<file path="src/rtl/obg_pkg.sv">
package obg_pkg;
  localparam int DIV_W          = 13;
  localparam int OSR_W          = 5;
  localparam int FALLBACK_RATIO = 16;
  localparam int SINGLE_MIN_FLD = 7;
  localparam int BOTH_MIN_FLD   = 3;

  typedef struct packed {
    logic early;
    logic mid;
    logic late;
    logic bit_end;
  } obg_strobes_t;
endpackage

</file>
<file path="src/rtl/obg_osr_decode.sv">
module obg_osr_decode #(
  parameter int OSR_W      = obg_pkg::OSR_W,
  parameter int FALLBACK   = obg_pkg::FALLBACK_RATIO,
  parameter int SINGLE_MIN = obg_pkg::SINGLE_MIN_FLD,
  parameter int BOTH_MIN   = obg_pkg::BOTH_MIN_FLD,
  localparam int RATIO_W   = OSR_W + 1
) (
  input  logic               clk,
  input  logic               rst_n,
  input  logic [OSR_W-1:0]   osr_field,
  input  logic               both_edge,
  output logic [RATIO_W-1:0] ratio
);
  // field+1 when legal for the edge mode, fallback otherwise
  function automatic logic [RATIO_W-1:0] decode_ratio(input logic [OSR_W-1:0] f,
                                                      input logic b);
    logic [RATIO_W-1:0] fe;
    fe = RATIO_W'(f);
    if (fe >= RATIO_W'(SINGLE_MIN))                 return fe + RATIO_W'(1);
    else if (b && (fe >= RATIO_W'(BOTH_MIN)))       return fe + RATIO_W'(1);
    else                                            return RATIO_W'(FALLBACK);
  endfunction

  assign ratio = decode_ratio(osr_field, both_edge);

  // ratio never exceeds the counter capacity
  p_ratio_max_r3: assert property (@(posedge clk) disable iff (!rst_n)
    ratio <= RATIO_W'(1 << OSR_W));
  // single-edge mode never yields a short ratio
  p_ratio_single_r4: assert property (@(posedge clk) disable iff (!rst_n)
    !both_edge |-> ratio >= RATIO_W'(SINGLE_MIN + 1));
  // both-edge mode never yields a ratio below four
  p_ratio_both_r4: assert property (@(posedge clk) disable iff (!rst_n)
    both_edge |-> ratio >= RATIO_W'(BOTH_MIN + 1));
endmodule

</file>
<file path="src/rtl/obg_prescaler.sv">
module obg_prescaler #(
  parameter int DIV_W = obg_pkg::DIV_W
) (
  input  logic             clk,
  input  logic             rst_n,
  input  logic [DIV_W-1:0] divisor,
  input  logic             both_edge,
  input  logic             restart,
  output logic [DIV_W-1:0] dcnt,
  output logic             rise,
  output logic             fall
);
  // half-period point: ceil(d/2) - 1
  function automatic logic [DIV_W-1:0] half_point(input logic [DIV_W-1:0] d);
    logic [DIV_W:0] up;
    up = ({1'b0, d} + (DIV_W+1)'(1)) >> 1;
    return DIV_W'(up) - DIV_W'(1);
  endfunction

  logic enabled;
  logic at_last;

  assign enabled = (divisor != '0);
  assign at_last = (dcnt >= divisor - DIV_W'(1));

  always_ff @(posedge clk or negedge rst_n) begin
    if (!rst_n)                    dcnt <= '0;
    else if (restart || !enabled)  dcnt <= '0;
    else if (at_last)              dcnt <= '0;
    else                           dcnt <= dcnt + DIV_W'(1);
  end

  assign rise = enabled && !restart && at_last;
  assign fall = enabled && !restart && both_edge && (divisor >= DIV_W'(2)) &&
                (dcnt == half_point(divisor));

  // the divisor counter restarts after each tick
  p_tick_wrap_r2: assert property (@(posedge clk) disable iff (!rst_n)
    rise |=> dcnt == '0);
  // a zero divisor holds the counter at zero
  p_hold_idle_r1: assert property (@(posedge clk) disable iff (!rst_n)
    !enabled |=> dcnt == '0);
  // the half-period event never coincides with a tick
  p_fall_apart_r8: assert property (@(posedge clk) disable iff (!rst_n)
    !(rise && fall));
endmodule

</file>
<file path="src/rtl/obg_ovs_counter.sv">
module obg_ovs_counter #(
  parameter int OSR_W   = obg_pkg::OSR_W,
  localparam int RATIO_W = OSR_W + 1
) (
  input  logic                  clk,
  input  logic                  rst_n,
  input  logic                  enabled,
  input  logic                  restart,
  input  logic                  rise,
  input  logic                  fall,
  input  logic                  both_edge,
  input  logic [RATIO_W-1:0]    ratio,
  output logic [OSR_W-1:0]      ovs,
  output obg_pkg::obg_strobes_t strobes
);
  logic [RATIO_W-1:0] cnt_ext;
  logic [RATIO_W-1:0] half;
  logic               at_top;

  assign cnt_ext = RATIO_W'(ovs);
  assign half    = ratio >> 1;
  assign at_top  = (cnt_ext >= ratio - RATIO_W'(1));

  always_ff @(posedge clk or negedge rst_n) begin
    if (!rst_n)                    ovs <= '0;
    else if (restart || !enabled)  ovs <= '0;
    else if (rise)                 ovs <= at_top ? '0 : ovs + OSR_W'(1);
  end

  assign strobes.bit_end = rise && at_top;
  assign strobes.mid     = rise && (cnt_ext == half);

  generate
    if (1) begin : g_neighbours
      logic early_single, late_single, early_both, late_both;
      assign early_single = rise && (cnt_ext == half - RATIO_W'(1));
      assign late_single  = rise && (cnt_ext == half + RATIO_W'(1));
      assign early_both   = fall && (cnt_ext == half);
      assign late_both    = fall && (cnt_ext == half + RATIO_W'(1));
      assign strobes.early = both_edge ? early_both : early_single;
      assign strobes.late  = both_edge ? late_both  : late_single;
    end
  endgenerate

  // a bit boundary returns the count to zero
  p_bit_wrap_r5: assert property (@(posedge clk) disable iff (!rst_n)
    strobes.bit_end |=> ovs == '0);
  // the three sample strobes are mutually exclusive
  p_sample_onehot_r6: assert property (@(posedge clk) disable iff (!rst_n)
    $onehot0({strobes.early, strobes.mid, strobes.late}));
  // the mid strobe only appears on a tick
  p_mid_on_tick_r6: assert property (@(posedge clk) disable iff (!rst_n)
    strobes.mid |-> rise);
  // the count stays below a steady ratio
  p_count_bound_r12: assert property (@(posedge clk) disable iff (!rst_n)
    (cnt_ext < ratio) |=> ((cnt_ext < ratio) || (ratio != $past(ratio))));
endmodule

</file>
<file path="src/rtl/os_baud_gen.sv">
module os_baud_gen #(
  parameter int DIV_W   = obg_pkg::DIV_W,
  parameter int OSR_W   = obg_pkg::OSR_W,
  localparam int RATIO_W = OSR_W + 1
) (
  input  logic               clk,
  input  logic               rst_n,
  input  logic [DIV_W-1:0]   divisor,
  input  logic [OSR_W-1:0]   osr_field,
  input  logic               both_edge,
  input  logic               resync_dis,
  input  logic               rx_edge,
  input  logic               rx_active,
  output logic               ovs_tick,
  output logic               sample_early,
  output logic               sample_mid,
  output logic               sample_late,
  output logic               bit_end,
  output logic [OSR_W-1:0]   ovs_count,
  output logic [RATIO_W-1:0] ratio
);
  logic                  restart;
  logic                  enabled;
  logic                  rise_w;
  logic                  fall_w;
  logic [DIV_W-1:0]      dcnt_w;
  obg_pkg::obg_strobes_t strobes_w;

  assign enabled = (divisor != '0);
  // restart from idle always; inside a character only when allowed
  assign restart = rx_edge && (!rx_active || !resync_dis);

  obg_osr_decode #(.OSR_W(OSR_W)) u_decode (
    .clk(clk), .rst_n(rst_n), .osr_field(osr_field),
    .both_edge(both_edge), .ratio(ratio)
  );

  obg_prescaler #(.DIV_W(DIV_W)) u_presc (
    .clk(clk), .rst_n(rst_n), .divisor(divisor), .both_edge(both_edge),
    .restart(restart), .dcnt(dcnt_w), .rise(rise_w), .fall(fall_w)
  );

  obg_ovs_counter #(.OSR_W(OSR_W)) u_ovs (
    .clk(clk), .rst_n(rst_n), .enabled(enabled), .restart(restart),
    .rise(rise_w), .fall(fall_w), .both_edge(both_edge), .ratio(ratio),
    .ovs(ovs_count), .strobes(strobes_w)
  );

  assign ovs_tick     = rise_w;
  assign sample_early = strobes_w.early;
  assign sample_mid   = strobes_w.mid;
  assign sample_late  = strobes_w.late;
  assign bit_end      = strobes_w.bit_end;

  // no strobe leaves a disabled generator
  p_quiet_off_r1: assert property (@(posedge clk) disable iff (!rst_n)
    !enabled |-> !(ovs_tick || sample_early || sample_mid || sample_late || bit_end));
  // a restart leaves both counters at zero
  p_restart_clear_r9: assert property (@(posedge clk) disable iff (!rst_n)
    restart |=> (ovs_count == '0) && (dcnt_w == '0));
  // an allowed in-character edge clears the count
  p_resync_r10: assert property (@(posedge clk) disable iff (!rst_n)
    (rx_edge && rx_active && !resync_dis) |=> ovs_count == '0);
  // a blocked edge lets the divisor counter keep running
  p_blocked_r11: assert property (@(posedge clk) disable iff (!rst_n)
    (rx_edge && rx_active && resync_dis && enabled && !rise_w) |=>
      ((dcnt_w == $past(dcnt_w) + DIV_W'(1)) || (divisor != $past(divisor))));
endmodule

</file>
<file path="config.mk">
export PLATFORM = sky130hd
export DESIGN_NAME = os_baud_gen
export DESIGN_NICKNAME = d
export VERILOG_FILES = /design/src/rtl/obg_pkg.sv /design/src/rtl/obg_osr_decode.sv /design/src/rtl/obg_prescaler.sv /design/src/rtl/obg_ovs_counter.sv /design/src/rtl/os_baud_gen.sv
export SDC_FILE = /design/constraint.sdc
export NUM_CORES = 1
export LEC_CHECK = 0
export ABC_CLOCK_PERIOD_IN_PS = 4000
export BUFFER_PORTS_ARGS = -buffer_cell sky130_fd_sc_hd__buf_4
export CORE_UTILIZATION = 45
export CTS_CLUSTER_SIZE = 20
export DETAILED_ROUTE_END_ITERATION = 10
export MAX_ROUTING_LAYER = met4
export PLACE_DENSITY = 0.65
export SYNTH_ARGS = -nofsm -noshare
export SYNTH_HDL_FRONTEND = slang
export SYNTH_SLANG_ARGS = --single-unit
</file>
<file path="constraint.sdc">
create_clock -name clk -period 4 [get_ports clk]
set_clock_uncertainty 0.05 [all_clocks]
set_input_delay 0.2 -clock clk [delete_from_list [all_inputs] [get_ports clk]]
set_output_delay 0.2 -clock clk [all_outputs]
set_load 0.005 [all_outputs]
</file>
# Word-level counts from Yosys, hierarchy flattened
# Cells that the tools add are included.
op_classes:
  n_lt_le_gt_ge: 5
  addsub: 9
  muxes: 9
  n_eq_ne: 4
  n_reduce_logical: 21
op_table:
  columns: ["op", "count"]
  rows:
  - ["13-bit 2-to-1 mux", 2]
  - ["13-bit by 1-bit subtractor with 13-bit output (second input constant)", 2]
  - ["5-bit 2-to-1 mux", 3]
  - ["13-bit by 1-bit adder with 14-bit output (second input constant)", 1]
  - ["13-bit by 1-bit adder with 13-bit output (second input constant)", 1]
  - ["13-bit == test", 1]
  - ["13-bit >= comparator", 1]
  - ["13-bit by 2-bit >= comparator with 1-bit output (second input constant)", 1]
  - ["1-bit logical AND", 13]
  - ["13-bit nonzero test", 1]
  - ["5-bit by 1-bit adder with 6-bit output (second input constant)", 2]
  - ["5-bit by 6-bit == test with 1-bit output", 2]
  - ["6-bit 2-to-1 mux", 2]
  - ["5-bit by 6-bit >= comparator with 1-bit output", 1]
  - ["5-bit by 1-bit subtractor with 6-bit output (second input constant)", 1]
  - ["6-bit by 1-bit subtractor with 6-bit output (second input constant)", 1]
  - ["5-bit by 1-bit adder with 5-bit output (second input constant)", 1]
  - ["5-bit == test", 1]
  - ["5-bit by 2-bit >= comparator with 1-bit output (second input constant)", 1]
  - ["5-bit by 3-bit >= comparator with 1-bit output (second input constant)", 1]
  - ["1-bit logical NOT", 4]
  - ["1-bit logical OR", 2]
  - ["1-bit 2-to-1 mux", 2]
  - ["2-bit nonzero test", 1]
word_totals:
  word_cells: 50
  register_bits: 18

# Depth between registers and ports, before layout
depth:
  ltp_word: 10
  depth_mapped: 16
  ltp_nobuf: 15

# By module
# Synthesis repeated with hierarchy kept, for this count alone.
hier_totals:
  hier_cells: 382
  hier_area_um2: 2992.9
by_module_without_submodules:
  columns: ["mod", "n_inst", "cells_per_inst", "area_each_um2"]
  rows:
  - ["obg_prescaler", 1, 249, 1948.1]
  - ["obg_ovs_counter", 1, 108, 890.9]
  - ["obg_osr_decode", 1, 19, 118.9]
  - ["os_baud_gen", 1, 6, 35.0]

# Least setup slack after synthesis
# No wires, ideal clock.
synth_timing:
  path_kind: "input to register"
  startpoint: "input divisor[0]"
  endpoint: "register u_presc.dcnt[10]"
  arrival_time_ns: 3.412
  required_time_ns: 3.878
  cell_stages: 16
  slack_ns: 0.465
  n_path_buf: 2
  cell_sequence: "inv_1 -> ha_1 -> or3b_2 -> or3_1 -> nor4_1 -> xnor2_1 -> ha_1 -> a211oi_1 -> o21ai_0 -> o2111ai_1 -> a21oi_1 -> a211oi_1 -> clkbuf_1 -> nand2_1 -> clkbuf_1 -> nor2_1"
synth_via:
  elab_chain_len: 4
  word_cells_on_any_way: 7
  classes_between: "add/sub (1); order compare (1); mux (2); reduce/logical (3)"
synth_lines:
  columns: ["item", "line_no", "rtl"]
  rows:
  - ["start: declaration", "os_baud_gen.sv:8", "input logic [DIV_W-1:0] divisor,"]
  - ["13-bit by 1-bit subtractor with 13-bit output / 13-bit nonzero test (equally long branches)", "obg_prescaler.sv:24, obg_prescaler.sv:23", null]
  - ["13-bit >= comparator / 1-bit logical NOT (equally long branches)", "obg_prescaler.sv:24, obg_prescaler.sv:28", null]
  - ["13-bit 2-to-1 mux / 1-bit logical OR (equally long branches)", "obg_prescaler.sv:29, obg_prescaler.sv:28", null]
  - ["13-bit 2-to-1 mux *", "obg_prescaler.sv:28", "else if (restart || !enabled) dcnt <= '0;"]
  - ["end signal: assignment", "obg_prescaler.sv:30", "else dcnt <= dcnt + DIV_W'(1);"]
  - ["end: declaration", "obg_prescaler.sv:9", "output logic [DIV_W-1:0] dcnt,"]
# Mark *: on every way between the ends. The rest lies on a longest branch, timed or not.
# A chain may end at the register's enable or synchronous reset.

# Final worst setup path
layout_timing:
  startpoint: "input divisor[0]"
  endpoint: "output sample_late"
layout_via:
  elab_chain_len: 7
  word_cells_on_any_way: 15
  classes_between: "add/sub (3); order compare (2); eq/ne (1); mux (1); reduce/logical (8)"
layout_lines:
  columns: ["item", "line_no", "rtl"]
  rows:
  - ["parallel branches: the longest is 6 deep, another holds 13-bit by 1-bit adder with 14-bit output", null, null]
  - ["1-bit 2-to-1 mux *", "obg_ovs_counter.sv:41", "assign strobes.late = both_edge ? late_both : late_single;"]
  - ["end: declaration", "os_baud_gen.sv:17", "output logic sample_late,"]
# Mark *: on every way between the ends.

==> results_dict.tcl <==
set metrics [dict create \
    grt_pass1_vias 2482 \
    drtPass1Iterations 5 \
    initial_core_util_pct 47.03 \
    cts_buffers 3 \
    grt.total_usage_pct 24.13 \
    postSynthCellCount 377 \
    ys_ff_latch 18 \
    pin_count 40 \
    cp-end-kind "output pin" \
    status "finished, final reports clean" \
    final_util_pct 54.57 \
    setup-tns-final_ps 0 \
    gr-total-overflow 0 \
    area_growth_pct 16.03 \
    clockBufferDepth 2 \
    drv_cap 0 \
    fmax_mhz 265.0 \
    via_per_inst 5.789 \
    async_flop_share_pct 100.0 \
    slew_viol_final 0 \
    syn_avg_cell_area_um2 7.474 \
    drc_errors 0 \
    cp_max_fo 7 \
    synthesis.area_um2 2818 \
    dp_hpwl_um 5912 \
    p_per_area_nw_per_um2 187.0 \
    htree_levels 1 \
    die_h_um 81.13 \
    num-nets-final 463 \
    globalplace.congestion 0.9275 \
    antennaDiodeCount 0 \
    synth_area_leaders "dfrtp_1, xnor2_1, ha_1" \
    cts_tree "yes" \
    hold_viol_final 0 \
    critPathArrivalTime_ps 3520 \
    synth_flop_cell "dfrtp_1" \
    dp.cells 480 \
    synth_edf_count 0 \
    routed_wirelength_um 7366 \
    port_buffers 39 \
    min_path_type "in2async" \
    synthDistinctLibCells 52 \
    setup_viol_count_final 0 \
    netlist.area_leader.share_pct 15.99 \
    grt_max_degree 19 \
    min_period_ps 3773 \
    synth_largest_area_cell "dfrtp_1" \
    drive_above_1_share_pct 14.32 \
    first_iter_violations 172 \
    hold_ws_ps 289.9 \
    root_buffer "clkbuf_8" \
    ir_worst_vdd_v 0.0002092 \
    wl_per_cell_um 15.13 \
    synthesis.nets 427 \
    critPathKind "in2out" \
    fp.dieW_um 81.13 \
    clock_latency_ps 260 \
    tightest_slew_ps 537.8 \
    yosysSeqAreaShare_pct 15.99 \
    p_leak_nw 1.459 \
    required_ps 3750 \
    ant_nets 0 \
    core-area_um2 5991 \
    final_common_cell "buf_4" \
    finalNonFillerCells 487 \
    grt_pass1_wl_um 11970 \
    clock_sinks 18 \
    fin_crit_sh_pct 94.33 \
    clk_pin_slew_ps 70 \
    relSlewSlack_pct 63.77 \
    vias 2819 \
    most-common-layout-cells "buf_4, nor2_1, xnor2_1" \
    dieArea_um2 6582 \
    antenna_found_initial 0 \
    cp-start-kind "input port" \
    num_rows 28 \
    ys_warn_count 0 \
]
==> final timing paths <==
| check | start | to | slack, ps | cells past startpoint |
|---|---|---|---|---|
| setup reg to reg | u_presc.dcnt[1]$_DFF_PN0_ | u_presc.dcnt[2]$_DFF_PN0_ | 1310 | 12 |
| min in group clk | rx_edge | u_ovs.ovs[3]$_DFFE_PN0P_ | 310 | 4 |
| max in group asynchronous | rst_n | u_presc.dcnt[5]$_DFF_PN0_ | 3410 | 2 |
| hold reg to reg | u_presc.dcnt[0]$_DFF_PN0_ | u_presc.dcnt[0]$_DFF_PN0_ | 510 | 1 |
| setup / recovery | divisor[0] | sample_late | 230 | 17 |
| hold / removal | rst_n | u_ovs.ovs[0]$_DFFE_PN0P_ | 290 | 2 |
==> synthesized netlist by cell type (8+ instances only) <==
cell and instances:
nor2_1 44, xnor2_1 42, ha_1 26, nand2_1 26, xor2_1 22, nand3_1 20
inv_1 19, dfrtp_1 18, a21oi_1 16, o21ai_0 14, nor3_1 13, and3_1 9
clkbuf_1 8
==> area by class of cell <==
cell class,instances,area (µm²)
sequential,18,450.4
fill,587,2721
tap,75,93.84
multi-input combinational,323,2236
inverter,19,71.32
timing repair buffer,48,362.8
clock buffer,4,55.05
==> power by group <==
part / internal (W) / switching (W) / leakage (nW)
combinational: 0.000118 / 0.000142 / 1.18
clock: 0.0000875 / 0.0000598 / 0.0288
sequential: 0.000189 / 0.0000147 / 0.248
==> timing repair <==
item	CTS	global route
buffers inserted	0	2
resized for setup	0	4
hold buffers	1	0
endpoints found under the hold margin	18	0
endpoints found under the setup margin	0	4
==> per-layer routing <==
metal | track usage, % | up-vias | wire (µm)
met5 | - | - | 0
met4 | 4.643 | 0 | 50
met3 | 1.011 | 5 | 282
met2 | 35.21 | 69 | 3243
met1 | 36.64 | 1336 | 3789
li1 | - | 1409 | -
==> per-stage QoR <==
stage	total power (W)	setup WS [ps]	area [µm²]
floorplan	0.0003818	465.1	2818
global placement	0.0004595	149.0	3169
detailed placement	0.0004635	77.46	3169
CTS	0.0006133	64.91	3234
global route	0.0006546	-0.07550	3269
finish	0.0006113	226.9	3269
==> cells by family (layout without fill, tap and decap cells) <==
| logic type | after synthesis | after routing | share of synthesized area (%) |
|---|---|---|---|
| buffers and inverters | 36 | 71 | 5.373 |
| adder cells (fa/ha/maj) | 26 | 26 | 11.55 |
| flip-flops | 18 | 18 | 15.99 |
| AO/OA/AOI/OAI | 74 | 74 | 17.90 |
| multiplexers | 1 | 1 | 0.3553 |
| XOR/XNOR | 64 | 64 | 19.89 |
| AND/OR/NAND/NOR | 158 | 158 | 28.95 |
==> flip-flops by register name, indices dropped and copies added (netlist names) <==
name,flops
u_presc.dcnt,13
u_ovs.ovs,5
==> critical path, cell delays in order <==
cell and delay (ps):
buf_4 130, inv_1 100, ha_1 180, or3b_2 500, or3_4 380, nor4_4 150, xnor2_1 100, ha_1 310
a211oi_1 70, o21ai_1 110, o2111ai_1 140, a21oi_1 130, a211oi_1 60, buf_4 160, or3_1 350, a2111oi_4 290
buf_4 160
Note: power is estimated with default switching activity, not from simulation.
